`src/rtl/pxl_pkg.sv`:
```
package pxl_pkg;
    localparam int CNT_W       = 13;
    localparam int CFG_W       = 8;
    localparam int TRIM_W      = 3;
    localparam int COUNT_RANGE = 8001;
    localparam int PERIOD      = (1 << CNT_W) - 1;
    localparam int BACK_STEPS  = PERIOD - COUNT_RANGE;

    localparam logic [CNT_W-1:0] CNT_SEED = '1;
    // feedback taps for x^13 + x^4 + x^3 + x + 1
    localparam logic [CNT_W-1:0] FB_TAPS  = 13'b1_0000_0000_1101;

    typedef struct packed {
        logic              mask;
        logic              test_en;
        logic [TRIM_W-1:0] trim_hi;
        logic [TRIM_W-1:0] trim_lo;
    } cfg_t;

    function automatic logic [CNT_W-1:0] lfsr_fwd(input logic [CNT_W-1:0] s);
        return {s[CNT_W-2:0], ^(s & FB_TAPS)};
    endfunction

    function automatic logic [CNT_W-1:0] lfsr_back(input logic [CNT_W-1:0] s);
        logic [CNT_W-2:0] low;
        logic             top;
        low = s[CNT_W-1:1];
        top = s[0] ^ (^(low & FB_TAPS[CNT_W-2:0]));
        return {top, low};
    endfunction

    // the terminal state lies COUNT_RANGE steps after the seed, which is
    // BACK_STEPS steps before it on the closed cycle
    function automatic logic [CNT_W-1:0] lfsr_terminal();
        logic [CNT_W-1:0] s;
        s = CNT_SEED;
        for (int i = 0; i < BACK_STEPS; i++) s = lfsr_back(s);
        return s;
    endfunction

    localparam logic [CNT_W-1:0] CNT_TERM = lfsr_terminal();
endpackage

```
`src/rtl/pxl_window.sv`:
```
module pxl_window (
    input  logic clk_i,
    input  logic rst_ni,
    input  logic hit_lo_i,
    input  logic hit_hi_i,
    output logic event_o
);
    typedef struct packed {
        logic lo;
        logic hi;
        logic hi_seen;
        logic single;
    } win_t;

    win_t s_d, s_q;
    logic rise, fall;

    always_comb begin
        s_d    = s_q;
        s_d.lo = hit_lo_i;
        s_d.hi = hit_hi_i;
        rise   = hit_lo_i & ~s_q.lo;
        fall   = ~hit_lo_i & s_q.lo;
        if (rise) begin
            s_d.hi_seen = hit_hi_i;
            s_d.single  = s_q.hi;
        end else if (hit_lo_i) begin
            s_d.hi_seen = s_q.hi_seen | hit_hi_i;
            s_d.single  = s_q.single;
        end else begin
            s_d.hi_seen = 1'b0;
            s_d.single  = 1'b0;
        end
        event_o = fall & (s_q.single | ~s_q.hi_seen);
    end

    always_ff @(posedge clk_i or negedge rst_ni) begin
        if (!rst_ni) s_q <= '0;
        else         s_q <= s_d;
    end
endmodule

```
`src/rtl/pxl_lfsr_count.sv`:
```
module pxl_lfsr_count
    import pxl_pkg::*;
(
    input  logic             clk_i,
    input  logic             rst_ni,
    input  logic             count_en_i,
    input  logic             shift_en_i,
    input  logic             ser_i,
    output logic [CNT_W-1:0] state_o,
    output logic             ser_o
);
    logic [CNT_W-1:0] st_d, st_q;

    always_comb begin
        st_d = st_q;
        if (shift_en_i)
            st_d = {st_q[CNT_W-2:0], ser_i};
        else if (count_en_i && st_q != CNT_TERM)
            st_d = lfsr_fwd(st_q);
    end

    always_ff @(posedge clk_i or negedge rst_ni) begin
        if (!rst_ni) st_q <= CNT_SEED;
        else         st_q <= st_d;
    end

    assign state_o = st_q;
    assign ser_o   = st_q[CNT_W-1];
endmodule

```
`src/rtl/pxl_cfg_reg.sv`:
```
module pxl_cfg_reg
    import pxl_pkg::*;
(
    input  logic             clk_i,
    input  logic             rst_ni,
    input  logic             shift_en_i,
    input  logic             ser_i,
    output logic [CFG_W-1:0] cfg_o,
    output logic             ser_o
);
    logic [CFG_W-1:0] cfg_d, cfg_q;

    always_comb begin
        cfg_d = cfg_q;
        if (shift_en_i) cfg_d = {cfg_q[CFG_W-2:0], ser_i};
    end

    always_ff @(posedge clk_i or negedge rst_ni) begin
        if (!rst_ni) cfg_q <= '0;
        else         cfg_q <= cfg_d;
    end

    assign cfg_o = cfg_q;
    assign ser_o = cfg_q[CFG_W-1];
endmodule

```
`src/rtl/pixel_count_cell.sv`:
```
module pixel_count_cell
    import pxl_pkg::*;
(
    input  logic              clk_i,
    input  logic              rst_ni,
    input  logic              shutter_i,
    input  logic              chain_sel_i,
    input  logic              ser_i,
    output logic              ser_o,
    input  logic              hit_lo_i,
    input  logic              hit_hi_i,
    output logic              mask_o,
    output logic              test_en_o,
    output logic [TRIM_W-1:0] trim_lo_o,
    output logic [TRIM_W-1:0] trim_hi_o
);
    logic             win_event;
    logic             cnt_shift, cfg_shift, cnt_count;
    logic             cnt_ser, cfg_ser;
    logic [CNT_W-1:0] cnt_state;
    logic [CFG_W-1:0] cfg_state;
    cfg_t             cfg_f;

    assign cfg_f     = cfg_t'(cfg_state);
    assign cnt_shift = shutter_i & ~chain_sel_i;
    assign cfg_shift = shutter_i &  chain_sel_i;
    assign cnt_count = win_event & ~shutter_i & ~cfg_f.mask;

    pxl_window win_i (
        .clk_i    (clk_i),
        .rst_ni   (rst_ni),
        .hit_lo_i (hit_lo_i),
        .hit_hi_i (hit_hi_i),
        .event_o  (win_event)
    );

    pxl_lfsr_count cnt_i (
        .clk_i      (clk_i),
        .rst_ni     (rst_ni),
        .count_en_i (cnt_count),
        .shift_en_i (cnt_shift),
        .ser_i      (ser_i),
        .state_o    (cnt_state),
        .ser_o      (cnt_ser)
    );

    pxl_cfg_reg cfg_i (
        .clk_i      (clk_i),
        .rst_ni     (rst_ni),
        .shift_en_i (cfg_shift),
        .ser_i      (ser_i),
        .cfg_o      (cfg_state),
        .ser_o      (cfg_ser)
    );

    assign ser_o     = chain_sel_i ? cfg_ser : cnt_ser;
    assign mask_o    = cfg_f.mask;
    assign test_en_o = cfg_f.test_en;
    assign trim_lo_o = cfg_f.trim_lo;
    assign trim_hi_o = cfg_f.trim_hi;
endmodule

```
`config.mk`:
```
export PLATFORM = sky130hd
export DESIGN_NAME = pixel_count_cell
export DESIGN_NICKNAME = d
export VERILOG_FILES = /design/src/rtl/pxl_pkg.sv /design/src/rtl/pxl_window.sv /design/src/rtl/pxl_lfsr_count.sv /design/src/rtl/pxl_cfg_reg.sv /design/src/rtl/pixel_count_cell.sv
export SDC_FILE = /design/constraint.sdc
export NUM_CORES = 1
export LEC_CHECK = 0
export BUFFER_PORTS_ARGS = -buffer_cell sky130_fd_sc_hd__buf_4
export CAP_MARGIN = 15
export CORE_AREA = 2 2 54 56
export CTS_CLUSTER_DIAMETER = 120
export DETAILED_ROUTE_END_ITERATION = 6
export DIE_AREA = 0 0 56 58
export PLACE_DENSITY = 0.58
export SYNTH_ARGS = -nofsm -noshare
export SYNTH_HDL_FRONTEND = slang
export SYNTH_SLANG_ARGS = --single-unit
export TNS_END_PERCENT = 20
```
`constraint.sdc`:
```
create_clock -name clk_i -period 2.66 [get_ports clk_i]
set_input_delay 0.266 -clock clk_i [delete_from_list [all_inputs] [get_ports clk_i]]
set_output_delay 0.266 -clock clk_i [all_outputs]
set_load 0.005 [all_outputs]
```
==> results of run 1 <==
## routing by layer
metal / wire length, um / part of all wire, % / vias to the layer above
met2: 736 / 47 / 10
met4: 19 / 1.2 / 0
li1: - / - / 283
met3: 57 / 3.7 / 2
met5: 0 / 0 / -
met1: 740 / 48 / 293
## worst max-delay path: cells and delay by family (launching register included)
kind | cells | cell delay, ps
compound gates | 1 | 180
buf+inv | 1 | 220
flops | 1 | 560
mux | 1 | 300
simple gates | 2 | 660
## stage by stage
step | hold slack [ps] | util (%) | instance area [um^2] | power (W) | instances
final | 68.6 | 47.3 | 1260 | 0.00126 | 119
after global routing | 46.5 | 47.3 | 1260 | 0.00135 | 119
after floorplan | -29.6 | - | 1080 | 0.000957 | 68
after detailed placement | 182 | 46.0 | 1220 | 0.00112 | 114
after CTS | 51.8 | 47.3 | 1260 | 0.00129 | 119
after global placement | 181 | 46.0 | 1220 | 0.00111 | 114
## layout make-up
cell class	count	area [um^2]	area share [%]
flip-flops and latches	25	642	50.9
multi-input cells	40	415	33.0
repair buffers	17	130	10.3
well taps	31	38.8	3.08
clock buffers	4	26.3	2.09
inverters	2	7.51	0.596
## placed cells by master, fill, tap and decap left out, types with 2 or more instances in the layout
| cell type | instances |
|---|---|
| inv_1 | 2 |
| nor2b_1 | 2 |
| dfrtp_1 | 12 |
| clkbuf_4 | 3 |
| mux2_4 | 10 |
| dfstp_2 | 13 |
| mux2_2 | 10 |
| buf_4 | 16 |
## synth_stat cells, drive strengths merged, types with 2 or more instances
| library cell | number | area share [%] |
|---|---|---|
| dfrtp | 12 | 28 |
| inv | 2 | 0.70 |
| o21ai | 2 | 1.3 |
| nor2b | 2 | 1.2 |
| dfstp | 13 | 32 |
| mux2 | 21 | 25 |
## timing repair
item	in CTS	in global routing
hold endpoints to repair	12	0
setup buffers	0	0
hold buffers	1	0
## final timing paths
kind | startpoint | to | slack [ps] | depth (start not counted)
hold / removal | hit_hi_i | win_i.s_q[2]$_DFF_PN0_ | 70 | 1
min in group asynchronous | rst_ni | win_i.s_q[0]$_DFFE_PN0P_ | 380 | 2
hold reg to reg | win_i.s_q[2]$_DFF_PN0_ | win_i.s_q[0]$_DFFE_PN0P_ | 540 | 2
max in group asynchronous | rst_ni | cnt_i.state_o[11]$_DFFE_PN1P_ | 1990 | 2
setup / recovery | cnt_i.state_o[8]$_DFFE_PN1P_ | cnt_i.state_o[8]$_DFFE_PN1P_ | 690 | 5
setup reg to reg | cnt_i.state_o[8]$_DFFE_PN1P_ | cnt_i.state_o[8]$_DFFE_PN1P_ | 690 | 5
## registers in the layout, indices dropped and copies added, names as in the netlist
name	count
win_i.s_q	4
cfg_i.cfg_o	8
cnt_i.state_o	13
## power by group
part	internal, W	total [W]	switching [W]
logic	0.000271	0.000387	0.000116
registers	0.000597	0.000714	0.000117
clock network	0.0000584	0.000159	0.000100
total	0.000927	0.00126	0.000334
## logic make-up (layout without fill, tap and decap cells)
| logic type | count (synthesis) | after routing | synth area share [%] |
|---|---|---|---|
| fa+ha+maj | 1 | 1 | 1.16 |
| flops | 25 | 25 | 59.7 |
| mux | 22 | 22 | 26.4 |
| simple gates | 11 | 11 | 7.21 |
| xor+xnor | 1 | 1 | 0.814 |
| buf+inv | 3 | 23 | 1.74 |
| compound gates | 5 | 5 | 3.02 |
==> metrics, run 1 <==
starting density of the core 40.4%; syn_area_per_cell 15.8 um^2; crit-path max cell delay 560 ps; Bufs on Longest Clock Path 2; unrepaired setup endpoints after global routing no; cts bufs inserted 3; worst setup margin 687 ps; port bufs 15; critical path class flop to flop; met2 usage 16.8%; met1 global-route usage 15.6%; post-DP HPWL 1.15 mm; Crit. End Element flop; WL per Instance 13.1 um; Clock Sinks 25; antenna-violating nets left 0; cell count after synthesis 68; # rows 19; root buf cell clkbuf_4; Area Growth Syn to Fin 17.1%; share of cells above drive strength 1 61.4%; RePlAce Congestion 0.621; Final setup viols 0; met3 Resource Use GR 2.01%; Ys Warns 0; drt total wl 1.55 mm; Critical Path RT 2900 ps; Hold Violations, Final 0; hold crit path type input pin to flop; Reg clk slew, reported paths 120 ps; Seq cells post-synth 25; Die Ht 58 um; Top FF cell, synth dfstp_2; GRT Residual Overflow 0; post-CTS resize count 0; Max Clock Freq 507 MHz; first-pass GRT wire length 2.80 mm; DR vias/cell 4.94; vias in the first global route 625; Pre-Repair DR Iteration Count 3; Power Density 1000 nW/um^2; FFs w/ async S/R, synth 100%; Worst-Skew Late Latency 300 ps; status finished, final reports clean; CP arrival 2210 ps; antenna cell count 0; initial antenna violation count 0; Layout fillers 256; critical path's slowest cell dfstp_2; setup TNS 0 ps; nets@finish 97; DRC 0; part of the cycle the worst path needs 74.2%; TritonCTS clock tree yes; nature of the critical path startpoint flop; gr usage total 11.1%; core area 2660 um^2; via count 588; Synthesized Nets 76; EDFF count, synth 0; Place WS 712 ps; pin count of the biggest net entering global routing 26; Worst Path Max Fanout 7; Seq/Total Area, Yosys 59.7%; max cap viols 0; H-Tree Depth 1; relative slew slack 71.5%; worst-path cell chain or4b_1, nor3_2, o21ai_2, buf_4, mux2_4; leakage power 0.553 nW; Syn Std Cell Area 1080 um^2; Die Area 3250 um^2; Worst Tran Pin Value 428 ps; Cell variety after synth 25; Worst IR Drop VDD 0.000454 V; final worst path period need 1970 ps; GRT Max-Usage Layer met2; Worst Skew 5.36 ps; Max Slew Vio Count 0; drt first-iter violations 2; total I/O pin count 16; Die Wd 56 um
No activity file was read; power rests on OpenSTA's default activity.
==> inputs of run 2 (changes only) <==
--- a/config.mk
+++ b/config.mk
@@ -11,7 +11,7 @@
 export CTS_CLUSTER_DIAMETER = 120
 export DETAILED_ROUTE_END_ITERATION = 6
 export DIE_AREA = 0 0 56 58
-export PLACE_DENSITY = 0.58
+export PLACE_DENSITY = 0.6
 export SYNTH_ARGS = -nofsm -noshare
 export SYNTH_HDL_FRONTEND = slang
 export SYNTH_SLANG_ARGS = --single-unit
==> constraint.sdc (replaced) <==
create_clock -name clk_i -period 1.8 [get_ports clk_i]
set_input_delay 0.18 -clock clk_i [delete_from_list [all_inputs] [get_ports clk_i]]
set_output_delay 0.18 -clock clk_i [all_outputs]
set_load 0.005 [all_outputs]
==> metrics, run 2 (synthesized netlist as in run 1, its figures left out) <==
Reg clk slew, reported paths 140 ps; Final Core Density 52.7%; worst setup margin -25.4 ps; Sequential Area 642 um^2; vias in the first global route 665; via count 656; Layout fillers 236; leakage power 0.627 nW; placed cell count 121; TritonCTS clock tree yes; Worst-Skew Late Latency 320 ps; Hold Violations, Final 0; Clock Sinks 25; most frequent cells in the layout buf_4, dfstp_2, dfrtp_1; Max Clock Freq 548 MHz; Worst Path Max Fanout 12; root buf cell clkbuf_4; final worst path period need 1830 ps; most common cell after layout, fill and taps aside buf_4; unrepaired setup endpoints after global routing yes; nature of the critical path startpoint flop; drt total wl 1.78 mm; critical path class flop to flop; Die Area 3250 um^2; CP arrival 2080 ps; Critical Path RT 2050 ps; share of cells above drive strength 1 72.2%; status complete, but fails checks; failing checks negative setup slack; GRT Residual Overflow 0; part of the cycle the worst path needs 101%; pin count of the biggest net entering global routing 26; Worst Skew 9.00 ps; DR vias/cell 5.13; Power Density 1450 nW/um^2; initial antenna violation count 0; gr usage total 12.5%; Bufs on Longest Clock Path 2; Place WS -177 ps; area of the multi-input gates 474 um^2; Worst Tran Pin Value 433 ps; Die Wd 56 um; Crit. End Element flop; DRC 0; nets@finish 106; Pre-Repair DR Iteration Count 3; Worst IR Drop VDD 0.000672 V; Final setup viols 12; relative slew slack 70.9%; total I/O pin count 16; Area Growth Syn to Fin 30.3%; Die Ht 58 um; core area 2660 um^2; max cap viols 0; Largest register FFs 13; drt first-iter violations 2; starting density of the core 40.4%; antenna-violating nets left 0; port bufs 15; post-DP HPWL 1.26 mm; Max Slew Vio Count 0; cts bufs inserted 3; final design instance area without fill 1400 um^2; dpl cell area 1280 um^2; Finished Layout Cells 128; H-Tree Depth 1; hold crit path type input pin to flop; RePlAce Congestion 0.734; WL per Instance 13.9 um; first-pass GRT wire length 3.02 mm; # rows 19; antenna cell count 0
## run 2: stage by stage
| stage | hold WS (ps) | total power (W) | TNS [ps] |
|---|---|---|---|
| after global routing | 55.2 | 0.00217 | -738 |
| final | 68.0 | 0.00203 | -209 |
| after global placement | 95.8 | 0.00169 | -1130 |
| after CTS | 59.3 | 0.00198 | -35.5 |
| after detailed placement | 96.3 | 0.00171 | -1570 |
| after floorplan | -116 | 0.00141 | 0 |
## run 2: cell type report
| class | instances | area share, % |
|---|---|---|
| Clock buffer | 3 | 1.61 |
| Timing Repair Buffer | 26 | 15.2 |
| Sequential cell | 25 | 45.8 |
| Inverter | 2 | 0.535 |
| Tap cell | 31 | 2.77 |
| Multi-Input combinational cell | 40 | 33.8 |
| Clock inverter | 1 | 0.357 |
## run 2: metal layers
layer | up-vias | share of wire (%) | global-route usage [%]
li1 | 304 | - | -
met1 | 334 | 45 | 16.3
met2 | 13 | 49 | 19.8
met3 | 5 | 3.4 | 2.68
met4 | 0 | 2.2 | 6.12
met5 | - | 0 | 0
## run 2: report_power, final
part	switching [W]	internal (W)
combinational	0.000223	0.000490
sequential	0.000183	0.000883
clock	0.000165	0.0000831
## run 2: final timing paths
check	startpoint	endpoint	slack (ps)	depth (start not counted)
min in group asynchronous	rst_ni	win_i.s_q[0]$_DFFE_PN0P_	280	2
setup / recovery	cnt_i.state_o[8]$_DFFE_PN1P_	cnt_i.state_o[9]$_DFFE_PN1P_	-30	5
setup reg to reg	cnt_i.state_o[8]$_DFFE_PN1P_	cnt_i.state_o[9]$_DFFE_PN1P_	-30	5
hold / removal	hit_lo_i	win_i.s_q[3]$_DFF_PN0_	70	2
max in group asynchronous	rst_ni	cnt_i.state_o[8]$_DFFE_PN1P_	1220	2
hold reg to reg	win_i.s_q[2]$_DFF_PN0_	win_i.s_q[0]$_DFFE_PN0P_	530	2
## run 2: timing repair
item / in CTS / in global routing
hold buffers: 2 / 0
resized for setup: 3 / 8
setup buffers: 0 / 1
pin swaps: 1 / 3
endpoints found under the setup margin: 12 / 13
endpoints found under the hold margin: 13 / 0
## run 2: critical path, cell delays in order (launching register included)
cell	delay (ps)
dfstp_2	550
or4b_4	480
nor3_4	190
o21ai_4	90
buf_12	160
mux2_4	290
==> inputs of run 3 (changes only) <==
--- a/config.mk
+++ b/config.mk
@@ -7,11 +7,11 @@
 export LEC_CHECK = 0
 export BUFFER_PORTS_ARGS = -buffer_cell sky130_fd_sc_hd__buf_4
 export CAP_MARGIN = 15
-export CORE_AREA = 2 2 54 56
+export CORE_AREA = 2 2 50 52
 export CTS_CLUSTER_DIAMETER = 120
 export DETAILED_ROUTE_END_ITERATION = 6
-export DIE_AREA = 0 0 56 58
-export PLACE_DENSITY = 0.6
+export DIE_AREA = 0 0 52 54
+export PLACE_DENSITY = 0.69
 export SYNTH_ARGS = -nofsm -noshare
 export SYNTH_HDL_FRONTEND = slang
 export SYNTH_SLANG_ARGS = --single-unit
==> metrics, run 3 (synthesized netlist as in run 1, its figures left out) <==
status complete, but fails checks; failing checks negative setup slack; Max Slew Vio Count 0; Critical Path RT 2060 ps; Place WS -192 ps; Die Wd 52 um; # rows 18; first-pass GRT wire length 3.00 mm; Final Core Density 58.3%; Worst IR Drop VDD 0.000757 V; Top delay family on crit path simple AND/OR/NAND/NOR gates; nets@finish 105; CP arrival 2100 ps; nature of the critical path startpoint flop; hold crit path type input pin to flop; WHS 68.2 ps; antenna-violating nets left 0; WP buf/inv 0; final design instance area without fill 1350 um^2; vias in the first global route 674; Power Density 1460 nW/um^2; Clock Sinks 25; dpl cell area 1250 um^2; starting density of the core 46.4%; WL per Instance 14.6 um; worst setup margin -39.5 ps; Pre-Repair DR Iteration Count 4; Worst Tran Pin Value 547 ps; critical path's slowest cell dfstp_2; Die Ht 54 um; Largest register FFs 13; Hold Violations, Final 0; DRC 0; drt total wl 1.83 mm; total I/O pin count 16; Worst Path Max Fanout 6; GRT Residual Overflow 0; H-Tree Depth 1; relative slew slack 63.3%; core area 2320 um^2; Worst-Skew Late Latency 310 ps; leakage power 0.612 nW; most common cell after layout, fill and taps aside buf_4; Layout fillers 200; via count 634; unrepaired setup endpoints after global routing yes; max cap viols 0; worst-path cell chain or4b_4, nor3_4, o21ai_4, mux2_4; part of the cycle the worst path needs 102%; RePlAce Congestion 0.687; Reg clk slew, reported paths 130 ps; final worst path period need 1840 ps; crit-path max cell delay 560 ps; initial antenna violation count 0; most frequent cells in the layout buf_4, dfstp_2, dfrtp_1; Max Clock Freq 544 MHz; critical path class flop to flop; Worst Skew 1.82 ps; Crit. End Element flop; gr usage total 15.5%; root buf cell clkbuf_4; drt first-iter violations 4; post-DP HPWL 1.21 mm; antenna cell count 0; PnR Total Power 0.00198 W; Die Area 2810 um^2; pin count of the biggest net entering global routing 26; share of cells above drive strength 1 66.7%; port bufs 15; cts bufs inserted 3; DR vias/cell 5.03; Area Growth Syn to Fin 25.7%; Final setup viols 13; TritonCTS clock tree yes; Bufs on Longest Clock Path 2
==> run 3: final timing paths <==
| path | startpoint | to | slack, ps | cells past startpoint |
|---|---|---|---|---|
| max in group asynchronous | rst_ni | cnt_i.state_o[11]$_DFFE_PN1P_ | 1230 | 2 |
| setup reg to reg | cnt_i.state_o[8]$_DFFE_PN1P_ | cnt_i.state_o[6]$_DFFE_PN1P_ | -40 | 4 |
| setup / recovery | cnt_i.state_o[8]$_DFFE_PN1P_ | cnt_i.state_o[6]$_DFFE_PN1P_ | -40 | 4 |
| min in group asynchronous | rst_ni | win_i.s_q[1]$_DFF_PN0_ | 280 | 2 |
| hold / removal | hit_lo_i | win_i.s_q[3]$_DFF_PN0_ | 70 | 2 |
| hold reg to reg | cnt_i.state_o[0]$_DFFE_PN1P_ | cnt_i.state_o[0]$_DFFE_PN1P_ | 540 | 2 |
==> run 3: what timing repair did <==
action,CTS,global route
gates cloned,1,0
endpoints found under the hold margin,13,0
hold buffers,2,0
gates resized for setup,3,2
setup buffers,0,2
pin swaps,0,3
setup endpoints to repair,13,13
==> run 3: layer usage <==
metal	part of all wire, %	wire, um	up-vias	GRT usage (%)
li1	-	-	301	-
met4	2.8	52	0	9.65
met2	48	880	18	22.6
met3	4.7	86	7	4.72
met5	0	0	-	0
met1	44	815	308	20.0
==> run 3: where the power goes <==
group | total (W) | internal [W] | leakage, nW | switching [W]
sequential | 0.00106 | 0.000883 | 0.282 | 0.000180
combinational | 0.000670 | 0.000455 | 0.313 | 0.000215
clock | 0.000244 | 0.0000832 | 0.0177 | 0.000161
total | 0.00198 | 0.00142 | 0.612 | 0.000557
==> run 3: area by class of cell <==
cell class	count	area, um^2	share of cell area [%]
Sequential cell	25	642	47.5
Inverter	2	7.51	0.555
Clock buffer	3	22.5	1.67
Clock inverter	1	5.00	0.370
Tap cell	30	37.5	2.78
Timing Repair Buffer	24	185	13.7
Multi-Input combinational cell	41	453	33.5
==> run 3: worst reg2reg max path: cells and delay by family, from the launching register on <==
family,cells,cell delay [ps]
AOI/OAI and AO/OA,1,160
DFF,1,560
muxes,1,330
and+or+nand+nor,2,740
==> run 3: stage by stage <==
step           TNS, ps  std cells
2_1_floorplan        0         68
3_3_place_gp     -1350        117
5_1_grt          -1020        126
4_1_cts           -310        124
6_report          -395        126
3_5_place_dp     -1750        117
